$ cat src/rtl/acqm_pkg.sv
package acqm_pkg;

    localparam int N_SRC = 2;

    typedef enum logic {
        MODE_POLL  = 1'b0,
        MODE_BURST = 1'b1
    } acq_mode_e;

    typedef enum logic {
        RD_IDLE  = 1'b0,
        RD_BURST = 1'b1
    } rd_state_e;

    typedef struct packed {
        logic empty;
        logic half;
        logic full;
    } fifo_flags_t;

endpackage

$ cat src/rtl/acqm_flag_weigh.sv
module acqm_flag_weigh
    import acqm_pkg::*;
#(
    parameter int DEPTH = 16,
    parameter int ACC_W = 12
) (
    input  logic             clk,
    input  logic             rst_n,
    input  logic             flag_empty,
    input  logic             flag_half,
    input  logic             flag_full,
    output logic [ACC_W-1:0] weight
);

    localparam logic [ACC_W-1:0] EMPTY_WT = '0;
    localparam logic [ACC_W-1:0] HALF_WT  = ACC_W'(DEPTH / 2);
    localparam logic [ACC_W-1:0] FULL_WT  = ACC_W'(DEPTH);

    fifo_flags_t prev_q, prev_d;
    fifo_flags_t cur, rise;

    always_comb begin
        cur.empty = flag_empty;
        cur.half  = flag_half;
        cur.full  = flag_full;
        prev_d    = cur;
        rise      = cur & ~prev_q;
        weight    = (rise.empty ? EMPTY_WT : '0)
                  + (rise.half  ? HALF_WT  : '0)
                  + (rise.full  ? FULL_WT  : '0);
    end

    always_ff @(posedge clk) begin
        if (!rst_n) prev_q <= '0;
        else        prev_q <= prev_d;
    end

endmodule

$ cat src/rtl/acqm_rate_window.sv
module acqm_rate_window
    import acqm_pkg::*;
#(
    parameter int WIN_W = 8,
    parameter int ACC_W = 12
) (
    input  logic             clk,
    input  logic             rst_n,
    input  logic [WIN_W-1:0] win_len,
    input  logic [ACC_W-1:0] thresh,
    input  logic [ACC_W:0]   inc,
    output acq_mode_e        mode,
    output logic             win_end
);

    localparam int SUM_W = ACC_W + 2;
    localparam logic [SUM_W-1:0] ACC_MAX = SUM_W'({ACC_W{1'b1}});

    typedef struct packed {
        logic [WIN_W-1:0] cnt;
        logic [ACC_W-1:0] acc;
        acq_mode_e        mode;
    } rate_regs_t;

    rate_regs_t q, d;
    logic [SUM_W-1:0] sum;
    logic [WIN_W:0]   cnt_next;

    always_comb begin
        d        = q;
        sum      = SUM_W'(q.acc) + SUM_W'(inc);
        cnt_next = (WIN_W+1)'(q.cnt) + 1'b1;
        win_end  = (cnt_next >= (WIN_W+1)'(win_len));
        if (win_end) begin
            d.cnt  = '0;
            d.acc  = '0;
            d.mode = (sum >= SUM_W'(thresh)) ? MODE_BURST : MODE_POLL;
        end else begin
            d.cnt  = cnt_next[WIN_W-1:0];
            d.acc  = (sum > ACC_MAX) ? {ACC_W{1'b1}} : sum[ACC_W-1:0];
        end
        mode = q.mode;
    end

    always_ff @(posedge clk) begin
        if (!rst_n) q <= '0;
        else        q <= d;
    end

endmodule

$ cat src/rtl/acqm_reader.sv
module acqm_reader
    import acqm_pkg::*;
#(
    parameter int BURST_LEN = 8
) (
    input  logic             clk,
    input  logic             rst_n,
    input  acq_mode_e        mode,
    input  logic [N_SRC-1:0] fifo_empty,
    input  logic [N_SRC-1:0] fifo_half,
    output logic             rd_strobe,
    output logic             rd_sel,
    output logic             burst_active,
    output logic             done_valid,
    output logic             done_sensor,
    output logic             done_bank
);

    localparam int BEAT_W = (BURST_LEN > 1) ? $clog2(BURST_LEN) : 1;
    localparam logic [BEAT_W-1:0] LAST_BEAT = BEAT_W'(BURST_LEN - 1);

    typedef struct packed {
        rd_state_e        st;
        logic             rr;
        logic             bsel;
        logic [BEAT_W-1:0] beat;
        logic [N_SRC-1:0] bank;
        logic             done;
        logic             done_sensor;
        logic             done_bank;
    } rd_regs_t;

    rd_regs_t q, d;

    always_comb begin
        d         = q;
        d.done    = 1'b0;
        rd_strobe = 1'b0;
        rd_sel    = 1'b0;
        unique case (q.st)
            RD_IDLE: begin
                if (mode == MODE_POLL) begin
                    if (!fifo_empty[q.rr]) begin
                        rd_strobe = 1'b1;
                        rd_sel    = q.rr;
                        d.rr      = ~q.rr;
                    end else if (!fifo_empty[~q.rr]) begin
                        rd_strobe = 1'b1;
                        rd_sel    = ~q.rr;
                        d.rr      = q.rr;
                    end
                end else begin
                    if (fifo_half[q.rr]) begin
                        d.st   = RD_BURST;
                        d.bsel = q.rr;
                        d.beat = '0;
                    end else if (fifo_half[~q.rr]) begin
                        d.st   = RD_BURST;
                        d.bsel = ~q.rr;
                        d.beat = '0;
                    end
                end
            end
            RD_BURST: begin
                rd_strobe = 1'b1;
                rd_sel    = q.bsel;
                if (q.beat == LAST_BEAT) begin
                    d.st           = RD_IDLE;
                    d.done         = 1'b1;
                    d.done_sensor  = q.bsel;
                    d.done_bank    = q.bank[q.bsel];
                    d.bank[q.bsel] = ~q.bank[q.bsel];
                    d.rr           = ~q.bsel;
                end else begin
                    d.beat = q.beat + 1'b1;
                end
            end
            default: d.st = RD_IDLE;
        endcase
        burst_active = (q.st == RD_BURST);
        done_valid   = q.done;
        done_sensor  = q.done_sensor;
        done_bank    = q.done_bank;
    end

    always_ff @(posedge clk) begin
        if (!rst_n) q <= '0;
        else        q <= d;
    end

endmodule

$ cat src/rtl/acqm_ctrl.sv
module acqm_ctrl
    import acqm_pkg::*;
#(
    parameter int DEPTH = 16,
    parameter int WIN_W = 8,
    parameter int ACC_W = 12
) (
    input  logic             clk,
    input  logic             rst_n,
    input  logic [WIN_W-1:0] win_len,
    input  logic [ACC_W-1:0] rate_thresh,
    input  logic [1:0]       fifo_empty,
    input  logic [1:0]       fifo_half,
    input  logic [1:0]       fifo_full,
    output logic             rd_strobe,
    output logic             rd_sel,
    output logic             burst_mode,
    output logic             done_valid,
    output logic             done_sensor,
    output logic             done_bank
);

    localparam int BURST_LEN = DEPTH / 2;

    logic [ACC_W-1:0] src_wt [N_SRC];
    logic [ACC_W:0]   wt_total;
    acq_mode_e        mode;
    logic             win_end;
    logic             burst_active;

    for (genvar s = 0; s < N_SRC; s++) begin : g_src
        acqm_flag_weigh #(
            .DEPTH (DEPTH),
            .ACC_W (ACC_W)
        ) u_weigh (
            .clk        (clk),
            .rst_n      (rst_n),
            .flag_empty (fifo_empty[s]),
            .flag_half  (fifo_half[s]),
            .flag_full  (fifo_full[s]),
            .weight     (src_wt[s])
        );
    end

    always_comb begin
        wt_total = '0;
        for (int s = 0; s < N_SRC; s++) begin
            wt_total = wt_total + (ACC_W+1)'(src_wt[s]);
        end
    end

    acqm_rate_window #(
        .WIN_W (WIN_W),
        .ACC_W (ACC_W)
    ) u_rate (
        .clk     (clk),
        .rst_n   (rst_n),
        .win_len (win_len),
        .thresh  (rate_thresh),
        .inc     (wt_total),
        .mode    (mode),
        .win_end (win_end)
    );

    acqm_reader #(
        .BURST_LEN (BURST_LEN)
    ) u_reader (
        .clk          (clk),
        .rst_n        (rst_n),
        .mode         (mode),
        .fifo_empty   (fifo_empty),
        .fifo_half    (fifo_half),
        .rd_strobe    (rd_strobe),
        .rd_sel       (rd_sel),
        .burst_active (burst_active),
        .done_valid   (done_valid),
        .done_sensor  (done_sensor),
        .done_bank    (done_bank)
    );

    assign burst_mode = (mode == MODE_BURST);

endmodule

$ cat config.mk
export PLATFORM = sky130hd
export DESIGN_NAME = acqm_ctrl
export DESIGN_NICKNAME = d
export VERILOG_FILES = /design/src/rtl/acqm_pkg.sv /design/src/rtl/acqm_flag_weigh.sv /design/src/rtl/acqm_rate_window.sv /design/src/rtl/acqm_reader.sv /design/src/rtl/acqm_ctrl.sv
export SDC_FILE = /design/constraint.sdc
export NUM_CORES = 1
export LEC_CHECK = 0
export ABC_CLOCK_PERIOD_IN_PS = 3100
export BUFFER_PORTS_ARGS = -buffer_cell sky130_fd_sc_hd__buf_4
export CAP_MARGIN = 20
export CORE_AREA = 10 10 76 78
export DETAILED_ROUTE_END_ITERATION = 7
export DIE_AREA = 0 0 86 88
export GPL_TIMING_DRIVEN = 0
export PLACE_DENSITY = 0.72
export SYNTH_ARGS = -nofsm -noshare
export SYNTH_HDL_FRONTEND = slang
export SYNTH_SLANG_ARGS = --single-unit
$ cat constraint.sdc
create_clock -name clk -period 3.1 [get_ports clk]
set_clock_uncertainty 0.15 [all_clocks]
set_input_delay 0.31 -clock clk [delete_from_list [all_inputs] [get_ports clk]]
set_output_delay 0.31 -clock clk [all_outputs]
set_load 0.01 [all_outputs]
## Yosys cells after proc, flatten, opt, wreduce, memory -nomap -nowiden

Cells that the tools add are included.

- Add/subtract/negate cells: 6
- Order comparisons: 7
- Equality and inequality tests: 7
- Multiplexer cells: 40
- Bitwise logic cells: 9
- Reduce and logical (&&, ||, !) cells: 8

Operators with widths:

| kind | count |
|---|---|
| $add 12x12->12 | 2 |
| $mux 1 | 23 |
| $mux 4 | 4 |
| $add 12x13->14 | 1 |
| $ge 14x12->1 | 1 |
| $gt 14x12->1 const B | 1 |
| $add 12x12->13 | 1 |
| $mux 12 | 1 |
| $mux 5 | 2 |
| $ne 2x2->1 const B | 5 |
| $add 8x1->9 const B | 1 |
| $ge 9x8->1 | 1 |
| $mux 3 | 3 |
| $reduce_and 3->1 | 3 |
| $lt 1x2->1 const B | 3 |
| $pmux 3 s2 | 1 |
| $not 1->1 | 5 |
| $and 2x2->2 | 2 |
| $not 2->2 | 2 |
| $pmux 1 s2 | 2 |
| $pmux 2 s2 | 1 |
| $reduce_and 2->1 | 2 |
| $add 3x1->3 const B | 1 |
| $eq 3x3->1 const B | 1 |
| other kinds (8) | 8 |

- Register bits after elaboration: 36
- Input port bits: 28
- Output and inout bits: 6
- Word-level logic and storage cells: 92

## Longest topological paths before layout

Gate-level depths: netlist (run 1).

- Word-level depth: 8
- Gate-level depth with buffers: 16
- Gate-level depth less buffers: 16

## By module

A second synthesis (run 1) with hierarchy kept.

- Cells, all modules: 388
- Area total of the unflattened synthesis: 3,251.9 µm²

Modules (own cells, without submodules):

| module | times used | cells each | area an instance (µm²) | sequential area each (µm²) |
|---|---|---|---|---|
| acqm_rate_window | 1 | 221 | 1,801.7 | 420.4 |
| acqm_ctrl | 1 | 82 | 628.1 | 0.0 |
| acqm_reader | 1 | 51 | 504.2 | 220.2 |
| acqm_flag_weigh | 2 | 17 | 158.9 | 40.0 |

## Worst setup path after synthesis (run 1)

No wires, ideal clock.

- Path type: in2reg
- Start point: in fifo_full[0]
- End point: reg u_rate.q, in the netlist u_rate.mode
- Setup time: 0.121 ns
- Arrival time: 3.009 ns
- Data required time: 2.829 ns
- Path slack: -0.180 ns
- Stages on the path: 15
- Path buffers: 0
- Cell sequence: nor2b_1 fa_1 ha_1 inv_1 fa_1 and2b_1 and4_1 xnor2_1 inv_1 ha_1 a211oi_1 o21ai_0 o211ai_1 and3b_1 a31oi_1

- Word-level cells in the longest chain between the ends: 7

RTL lines:

| element | line | source |
|---|---|---|
| from (decl) | acqm_ctrl.sv:14 | `input logic [1:0] fifo_full,` |
| $and 2x2->2 | acqm_flag_weigh.sv:27 | `rise = cur & ~prev_q;` |
| $mux 5 | acqm_flag_weigh.sv:30 | `+ (rise.full ? FULL_WT : '0);` |
| $add 12x12->12 | acqm_flag_weigh.sv:30 |  |
| $add 12x12->13 | acqm_ctrl.sv:48 | `wt_total = wt_total + (ACC_W+1)'(src_wt[s]);` |
| $add 12x13->14 | acqm_rate_window.sv:31 | `sum = SUM_W'(q.acc) + SUM_W'(inc);` |
| $ge 14x12->1 | acqm_rate_window.sv:37 | `d.mode = (sum >= SUM_W'(thresh)) ? MODE_BURST : MODE_POLL;` |
| $mux 1 | acqm_rate_window.sv:37 |  |
| to (signal assigned) | acqm_rate_window.sv:46 | `if (!rst_n) q <= '0;` |
| to (signal assigned) | acqm_rate_window.sv:47 | `else q <= d;` |
| to (decl) | acqm_rate_window.sv:25 | `rate_regs_t q, d;` |

No other way between the ends.
A chain may end at the register's enable or synchronous reset.

## Final worst setup path (run 1)

- Start point: reg g_src[1].u_weigh.prev_q[0] (netlist bit)
- End point: reg u_rate.q, in the netlist u_rate.mode

- Word-level cells in the longest chain between the ends: 8

RTL lines:

| element | line | source |
|---|---|---|
| from (decl) | acqm_flag_weigh.sv:19 | `fifo_flags_t prev_q, prev_d;` |
| from (signal assigned) | acqm_flag_weigh.sv:35 | `else prev_q <= prev_d;` |
| $not 2->2 | acqm_flag_weigh.sv:27 |  |
| $and 2x2->2 | acqm_flag_weigh.sv:27 |  |
| $mux 5 | acqm_flag_weigh.sv:30 |  |
| $add 12x12->12 | acqm_flag_weigh.sv:30 |  |
| $add 12x12->13 | acqm_ctrl.sv:48 |  |
| $add 12x13->14 | acqm_rate_window.sv:31 |  |
| $ge 14x12->1 | acqm_rate_window.sv:37 |  |
| $mux 1 | acqm_rate_window.sv:37 |  |

No other way between the ends.

==> results, run 1 <==
- The count of buffers added on input and output ports is 33.
- In the final layout, the multi-input gates occupy 1267 µm².
- The data required time of the critical path is 3.12 ns.
- The remaining antenna violation count is 0.
- The total power per unit cell area is 424.3 nW/µm².
- After clock tree synthesis, the clock-pin slew on the worst setup and hold paths is 0.07 ns.
- Measured along the x axis, the die boundary spans 86 µm.
- The number of hold-slack violations in the final timing report is 0.
- The critical path endpoint category is a flip-flop.
- The checks that failed: negative setup slack.
- The number of clock sinks is 34.
- The initial antenna violation count came to 0.
- Final hold analysis gives a worst-case slack of 0.08786 ns.
- The Yosys warning count is 0.
- The area of the core is 4294 µm².
- The die covers 7568 µm².
- The HPWL reported at the end of detailed placement is 3054 µm.
- After routing the design area is 2526 µm².
- In the post-route analysis, the smallest setup slack over all paths is -0.07538 ns.
- The detailed router placed 1588 vias in this run.
- The top cell types in the final layout, fill and taps aside, are buf_4 (36), inv_1 (34), dfxtp_1 (33), ha_1 (23), nor2_1 (19).
- Setup repair after global routing could not meet its margin everywhere.
- The setup path with the least slack is of type reg -> reg.
- In the final layout, the share of cells above drive strength 1 is 27.21%.
- The area growth from synthesis to layout is 23.26%.
- The clock period minus final worst setup slack is 3.175 ns.
- The total overflow left after global routing is 0.
- After detailed routing, the number of remaining DRC violations is 0.
- The final count of pins violating max slew is 0.
- In this run, distinct cell masters in the synthesized netlist total 42.
- After detailed routing, the number of vias per cell comes to 4.901.
- Across the whole layout, storage elements account for 681.9 µm².
- CTS placed an instance of clkbuf_8 at the clock tree root.
- The initial utilization of the core area, before any placement, comes to 47.73%.
- The flow ran to the end, but the final reports show violations.
- The final critical path takes up 102.4% of the cycle.
- In the synthesized netlist the dominant register cell turns out to be dfxtp_1.
- The repair_antennas step left the layout with diodes totalling 0.
- Of the post-synthesis cell area, the dominant cell type holds 33.21%.
- The type of element launching the critical path is a flip-flop.
- The number of placed instances, taps included, is 313.
- The worst-case IR drop observed on VDD is 0.0001813 V.
- The longest clock path from root to sink contains 2 buffers.
- After filler insertion, the fill cell instance count of the layout stands at 392.
- After synthesis, the cell types taking the most area are dfxtp_1 (33%), ha_1 (15%), inv_1 (6.4%).
- The number of setup violations in the final report is 1.
- The number of H-tree levels is 2.
- The total power is 0.001072 W.
- Before antenna repair, the detailed router went through 4 iterations.
- TritonCTS built the clock tree.
- Of the synthesized area, sequential elements account for 33.21%.
- The highest clock rate is 314.9 MHz.
- The first-iteration detailed-routing DRC count is 25.
- The library cell used most frequently in the layout, excluding fill and tap cells, is buf_4.
- The number of buffers added to fix hold violations after cts is 0.
- The number of nets handed over by synthesis was 284.
- The average wire per standard cell is 12.11 µm.
- The number of top-level design ports is 34.
- The number of rows in the core area is 24.
- In the synthesized netlist, the number of instances is 228.
- The share of synthesized registers carrying an async set or reset is 0%.
- The total wire length after detailed routing is 3925 µm.
- The number of maximum-capacitance violations is 0.
- Headroom to the max-slew limit came out at 71.93%.
- The mapped netlist covers 2049 µm².
- The clock latency at the later pin of the worst-skew pair is 0.28 ns.
- The maximum fanout along the worst path is 3.
- The total cell area at the placement stage is 2391 µm².
- The number of synthesized flops with an enable pin is 0.
- At the worst endpoint, the arrival time is 3.19 ns.
- The minimum setup slack after placement is -0.3613 ns.
- In this run the vertical extent of the chip is 88 µm.
- The average size of a mapped cell is 8.989 µm².
- The number of global-route vias before repair is 1621.
- The total of flip-flops plus latches after synthesis is 34.
- The total global routing track utilization is 10.93%.
- The final RePlAce weighted congestion is 0.7478.
- The total number of nets in the final design is 327.
- The first-pass GRT wire length is 6803 µm.
- The path class of the tightest hold or removal check is in -> reg.
- The slew at the pin with the worst max-slew slack is 0.4210 ns.
- The synthesized design spends more area on one cell type than any other, namely dfxtp_1.
- Entering global routing, the biggest net connects 11 pins.
- The finished layout holds 324 standard cells, fillers aside.
- The cell leakage power is 1.240 nW.
- Buffers inserted during clock tree synthesis total 5.
==> routing by layer <==
metal / vias to the layer above / global-route usage [%] / share of wire [%]
met3: 4 / 4.085 / 5.6
met5: - / 0 / 0
met1: 706 / 12.43 / 48
met2: 30 / 18.05 / 45
li1: 848 / - / -
met4: 0 / 4.491 / 1.2
==> cell families after synthesis <==
logic type,share of synthesized area (%)
fa+ha+maj,18.19
flops,33.21
buf+inv,7.326
compound gates,14.10
simple gates,20.64
mux,0.9768
xor+xnor,5.556
==> repair_timing <==
| item | CTS | global route |
|---|---|---|
| buffers inserted | 3 | 0 |
| setup endpoints to repair | 1 | 1 |
| gates resized for setup | 5 | 0 |
| pin swaps | 3 | 1 |
==> registers in the layout, summed over array words and instances, names as in the netlist <==
| signal | cells |
|---|---|
| u_rate.q | 18 |
| u_reader.q | 7 |
| g_src.u_weigh.prev_q | 4 |
| u_rate.mode | 1 |
| u_reader.burst_active | 1 |
| u_reader.done_bank | 1 |
| u_reader.done_sensor | 1 |
| u_reader.done_valid | 1 |
==> cell type report <==
cell class	count	area share, %
sequential	34	26.99
timing repair buffer	36	10.70
buffer	3	0.7429
clock inverter	1	0.1981
multi-input combinational	156	50.17
tap	52	2.576
clock buffer	7	3.418
inverter	35	5.201
==> cell usage after synthesis (2+ instances only) <==
library cell,instances
nand4_1,3
a211oi_1,3
and3_1,2
nand2b_1,4
o31ai_1,2
and2_1,5
xor2_1,6
or2_2,2
inv_1,35
o21ai_0,4
a21oi_2,7
clkbuf_1,2
mux2i_1,2
nor2_1,19
nor2b_1,5
dfxtp_1,34
fa_1,3
a22oi_1,2
nand3_1,5
a31oi_1,2
nand2_1,12
xnor2_1,7
a21o_1,2
and2b_1,7
ha_1,25
and4_1,2
nand3_2,2
a21oi_1,10
==> critical path, cell delays in order (launching register included) <==
cell and delay (ns):
dfxtp_2 0.35, nor2b_4 0.04, fa_1 0.51, ha_2 0.19, inv_2 0.04, fa_2 0.33
and2b_2 0.25, and4_4 0.22, xnor2_2 0.13, inv_1 0.07, ha_2 0.18, a211oi_2 0.14
o21ai_1 0.09, o211ai_1 0.09, and3b_1 0.21, a31oi_1 0.09
==> final timing paths <==
check                        startpoint                         end  slack (ns)  cells after the start
min                        fifo_full[1]  g_src[1].u_weigh.prev_q[0]        0.09                      2
max          g_src[1].u_weigh.prev_q[0]                 u_rate.mode       -0.08                     15
min reg2reg        u_reader.done_sensor        u_reader.done_sensor        0.31                      2
max reg2reg  g_src[1].u_weigh.prev_q[0]                 u_rate.mode       -0.08                     15
==> power breakdown <==
group | switching, W | internal [W] | leakage, nW | total (W)
logic | 0.000126 | 0.000132 | 0.914 | 0.000258
registers | 0.0000170 | 0.000462 | 0.277 | 0.000479
clock network | 0.000156 | 0.000179 | 0.0482 | 0.000336
total | 0.000299 | 0.000773 | 1.24 | 0.00107
==> stage by stage <==
stage / utilization [%] / TNS [ns]
floorplan: - / 0
global placement: 55.68 / -0.3002
detailed placement: 55.68 / -0.3613
CTS: 58.83 / -0.1126
global route: 58.83 / -0.2568
finish: 58.83 / -0.07538
Note: power is estimated with default switching activity, not from simulation.
==> run 2: changes to the inputs <==
CORE_AREA = 10 10 74 76   (was 10 10 76 78)
CTS_BUF_LIST = sky130_fd_sc_hd__clkbuf_2 sky130_fd_sc_hd__clkbuf_4 sky130_fd_sc_hd__clkbuf_8   (was not set)
DIE_AREA = 0 0 84 86   (was 0 0 86 88)
PLACE_DENSITY = 0.76   (was 0.72)
==> run 2 against run 1 <==
The run still ends with negative setup slack left. Non-clock buffer count increased by 2. Critical path depth unchanged. Utilization increased by 5.2 points.
==> results, run 2 (synthesis results as in run 1) <==
- The height of the die is 86 µm (-2.3%).
- The floorplan die width is 84 µm (-2.3%).
- The number of H-tree levels came to 2 (unchanged).
- The number of cells traversed by the worst register-to-register path is 15 (unchanged).
- The highest clock rate came to 320.6 MHz (+1.8%).
- The signal on the critical path passes through nor2b_4, fa_1, ha_2, inv_2, fa_2, and2b_2, nand2_1, xor2_2, inv_1, ha_1, nand2_1, o21ai_1, o211ai_1, and3b_1, a31oi_1.
- Setup repair after global routing could not meet its margin everywhere.
- The worst hold path begins at fifo_full[1].
- In the layout the commonest cells are buf_4 (38), inv_1 (34), dfxtp_1 (33), ha_1 (23), nor2_1 (19).
- The worst-case clock buffer depth is 2 (unchanged).
- The total wire length after detailed routing was 4054 µm (+3.3%).
- The first-iteration detailed-routing DRC count is 68 (+170%).
- The number of buffer and inverter instances along the worst setup path is 2 (unchanged).
- The register with the most flip-flops in the final layout is u_rate.q.
- The total global routing track utilization is 11.24% (+0.31 points).
- The TritonCTS clock tree is done.
- The tightest hold margin is 0.08079 ns (-0.007069 ns).
- The number of buffers created by CTS is 5 (unchanged).
- The maximum resistive drop on vdd was 0.0002898 V (+60%).
- The clock period minus final worst setup slack is 3.119 ns (-0.05632 ns).
- The dominant delay contributor by cell family on the critical path is adder cells.
- The number of hold-slack violations in the final timing report came to 0 (unchanged).
- The global-route congestion overflow total is 0 (unchanged).
- The critical path endpoint category is a flip-flop.
- The area of the core came to 3971 µm² (-7.5%).
- The tightest min-delay check is of the in -> reg type.
- The CTS clock-pin slew for the worst setup and hold paths was 0.07 ns (about the same).
- The type of element launching the critical path is a flip-flop.
- The total power is 0.001092 W (+1.9%).
- The final RePlAce weighted congestion was 0.7904 (+5.7%).
- The hold-critical path endpoint is g_src[1].u_weigh.prev_q[0].
- The cell at the root of the clock tree is clkbuf_8.
- In the final layout, the registers with the most flip-flops are u_rate.q: 18 flops, u_reader.q: 7 flops, g_src.u_weigh.prev_q: 4 flops.
- The routed via count is 1652 (+4.0%).
- The initial antenna violation count is 0 (unchanged).
- The cell leakage power is 1.248 nW (+0.68%).
- The largest net degree at the start of global routing was 12 (+1).
- The largest incremental delay on the critical path came to 0.54 ns (+0.03 ns).
- The diode insertion count for antenna repair is 0 (unchanged).
- The commonest non-fill, non-tap cell in the layout is buf_4.
- The critical path data arrival time is 3.20 ns (about the same).
- The number of flip-flops in the largest register is 18 (unchanged).
- The first-pass iteration count of the detailed router is 4 (unchanged).
- The number of port buffers is 33 (unchanged).
- The HPWL reported at the end of detailed placement is 3162 µm (+3.5%).
- The number of global-route vias before repair came to 1615 (-0.37%).
- The flow ran to the end, but the final reports show violations.
- The layout cell share with drive strength beyond 1 was 28.10% (+0.90 points).
- The clock latency at the later pin of the worst-skew pair is 0.29 ns (about the same).
- The number of maximum-capacitance violations is 0 (unchanged).
- The setup slack of the worst register-to-register path is -0.02 ns (+0.06 ns).
- The signed area change from the synthesized netlist to the final layout is 24.05%.
- The final setup slack of the worst path is -0.01906 ns (+0.05632 ns).
- The remaining routing DRC violations is 0 (unchanged).
- The category of the most critical setup path is reg -> reg.
- The remaining antenna violation count was 0 (unchanged).
- The total number of nets in the final design was 329 (+0.61%).
- The average vias per placed instance was 5.099 (+4.0%).
- The initial standard-cell utilization of the core is 51.61% (+3.9 points).
- The final count of pins violating max slew is 0 (unchanged).
- The first-pass GRT wire length came to 6865 µm (+0.91%).
- The core occupancy in the finished layout was 64.02% (+5.2 points).
- The number of rows in the core area is 23 (-4.2%).
- The worst slew margin relative to its limit is 69.09% (-2.8 points).
- The floorplan die area is 7224 µm² (-4.5%).
- The number of cells on the worst hold path is 2 (unchanged).
- In this design, the critical path's most frequently occurring cell is nand2_1.
- The final-layout fill cell count is 343 (-13%).
- The average wire per standard cell was 12.51 µm (+3.3%).
- The data required time of the critical path is 3.18 ns (+0.06 ns).
- The number of top-level design ports is 34 (unchanged).
- The checks that failed: negative setup slack.
- The number of setup violations in the final report is 1 (unchanged).
- The total power per unit cell area is 429.6 nW/µm² (+1.3%).
- The startpoint of the worst register-to-register path is g_src[1].u_weigh.prev_q[0].
- The number of clock sinks is 34 (unchanged).
- The slew at the pin with the worst max-slew slack is 0.4636 ns (+0.04265 ns).
- The endpoint identified for the worst register-to-register timing path is u_rate.mode.
- The maximum fanout along the worst path came to 3 (unchanged).
- The post-route clock period utilization is 100.6% (-1.8 points).
- The final design area excluding fillers was 2542 µm² (+0.64%).
- The total cell area at the placement stage is 2389 µm² (-0.10%).
- The slowest library cell on the worst path is fa_1.
run 2: repair_timing:
action                                  in CTS  in global routing
hold buffers                                 0                  0
pin swaps                                    5                  1
endpoints found under the setup margin       1                  1
gates resized for setup                      4                  1
buffers inserted                             4                  1
run 2: layer usage:
layer | up-vias | share of wire [%] | track usage [%]
li1 | 852 | - | -
met3 | 7 | 6.5 | 4.447
met5 | - | 0 | 0
met4 | 0 | 1.5 | 4.110
met1 | 760 | 45 | 12.66
met2 | 33 | 47 | 18.82
run 2: area by class of cell:
cell class / instances / area, µm² / share of cell area [%]
Clock buffer: 6 / 82.58 / 3.248
Timing Repair Buffer: 38 / 285.3 / 11.22
Sequential cell: 34 / 681.9 / 26.82
Buffer: 3 / 18.77 / 0.7382
Clock inverter: 2 / 12.51 / 0.4921
Inverter: 35 / 131.4 / 5.167
Tap cell: 50 / 62.56 / 2.461
Multi-Input combinational cell: 156 / 1267 / 49.85
run 2: worst max-delay path by stage:
stage,slack [ns],to,startpoint,cells after the start
6_report,-0.02,u_rate.mode,g_src[1].u_weigh.prev_q[0],15
5_1_grt,-0.18,u_rate.mode,g_src[1].u_weigh.prev_q[0],15
2_1_floorplan,0.004,u_rate.mode,fifo_full[1],15
4_1_cts,-0.05,u_rate.mode,g_src[1].u_weigh.prev_q[0],15
3_5_place_dp,-0.32,u_rate.mode,fifo_full[1],16
3_3_place_gp,-0.29,u_rate.mode,fifo_full[1],16
run 2: stage by stage:
step	TNS (ns)	instances	setup WS (ns)
after global routing	-0.1763	324	-0.1763
after floorplan	0	228	0.004073
final	-0.01906	324	-0.01906
after detailed placement	-0.3223	311	-0.3223
after CTS	-0.05014	323	-0.05014
after global placement	-0.2938	311	-0.2938
run 2: where the power goes:
part           internal [W]  total, W  switching (W)
clock network      0.000178  0.000350       0.000172
logic              0.000136  0.000264       0.000128
registers          0.000461  0.000478      0.0000166
run 2: worst register-to-register path, delay by kind of cell (launching register included):
kind            cells  cell delay, ns
fa+ha+maj           4            1.32
compound gates      3            0.33
simple gates        5            0.62
flops               1            0.34
buf+inv             2            0.10
xor+xnor            1            0.17
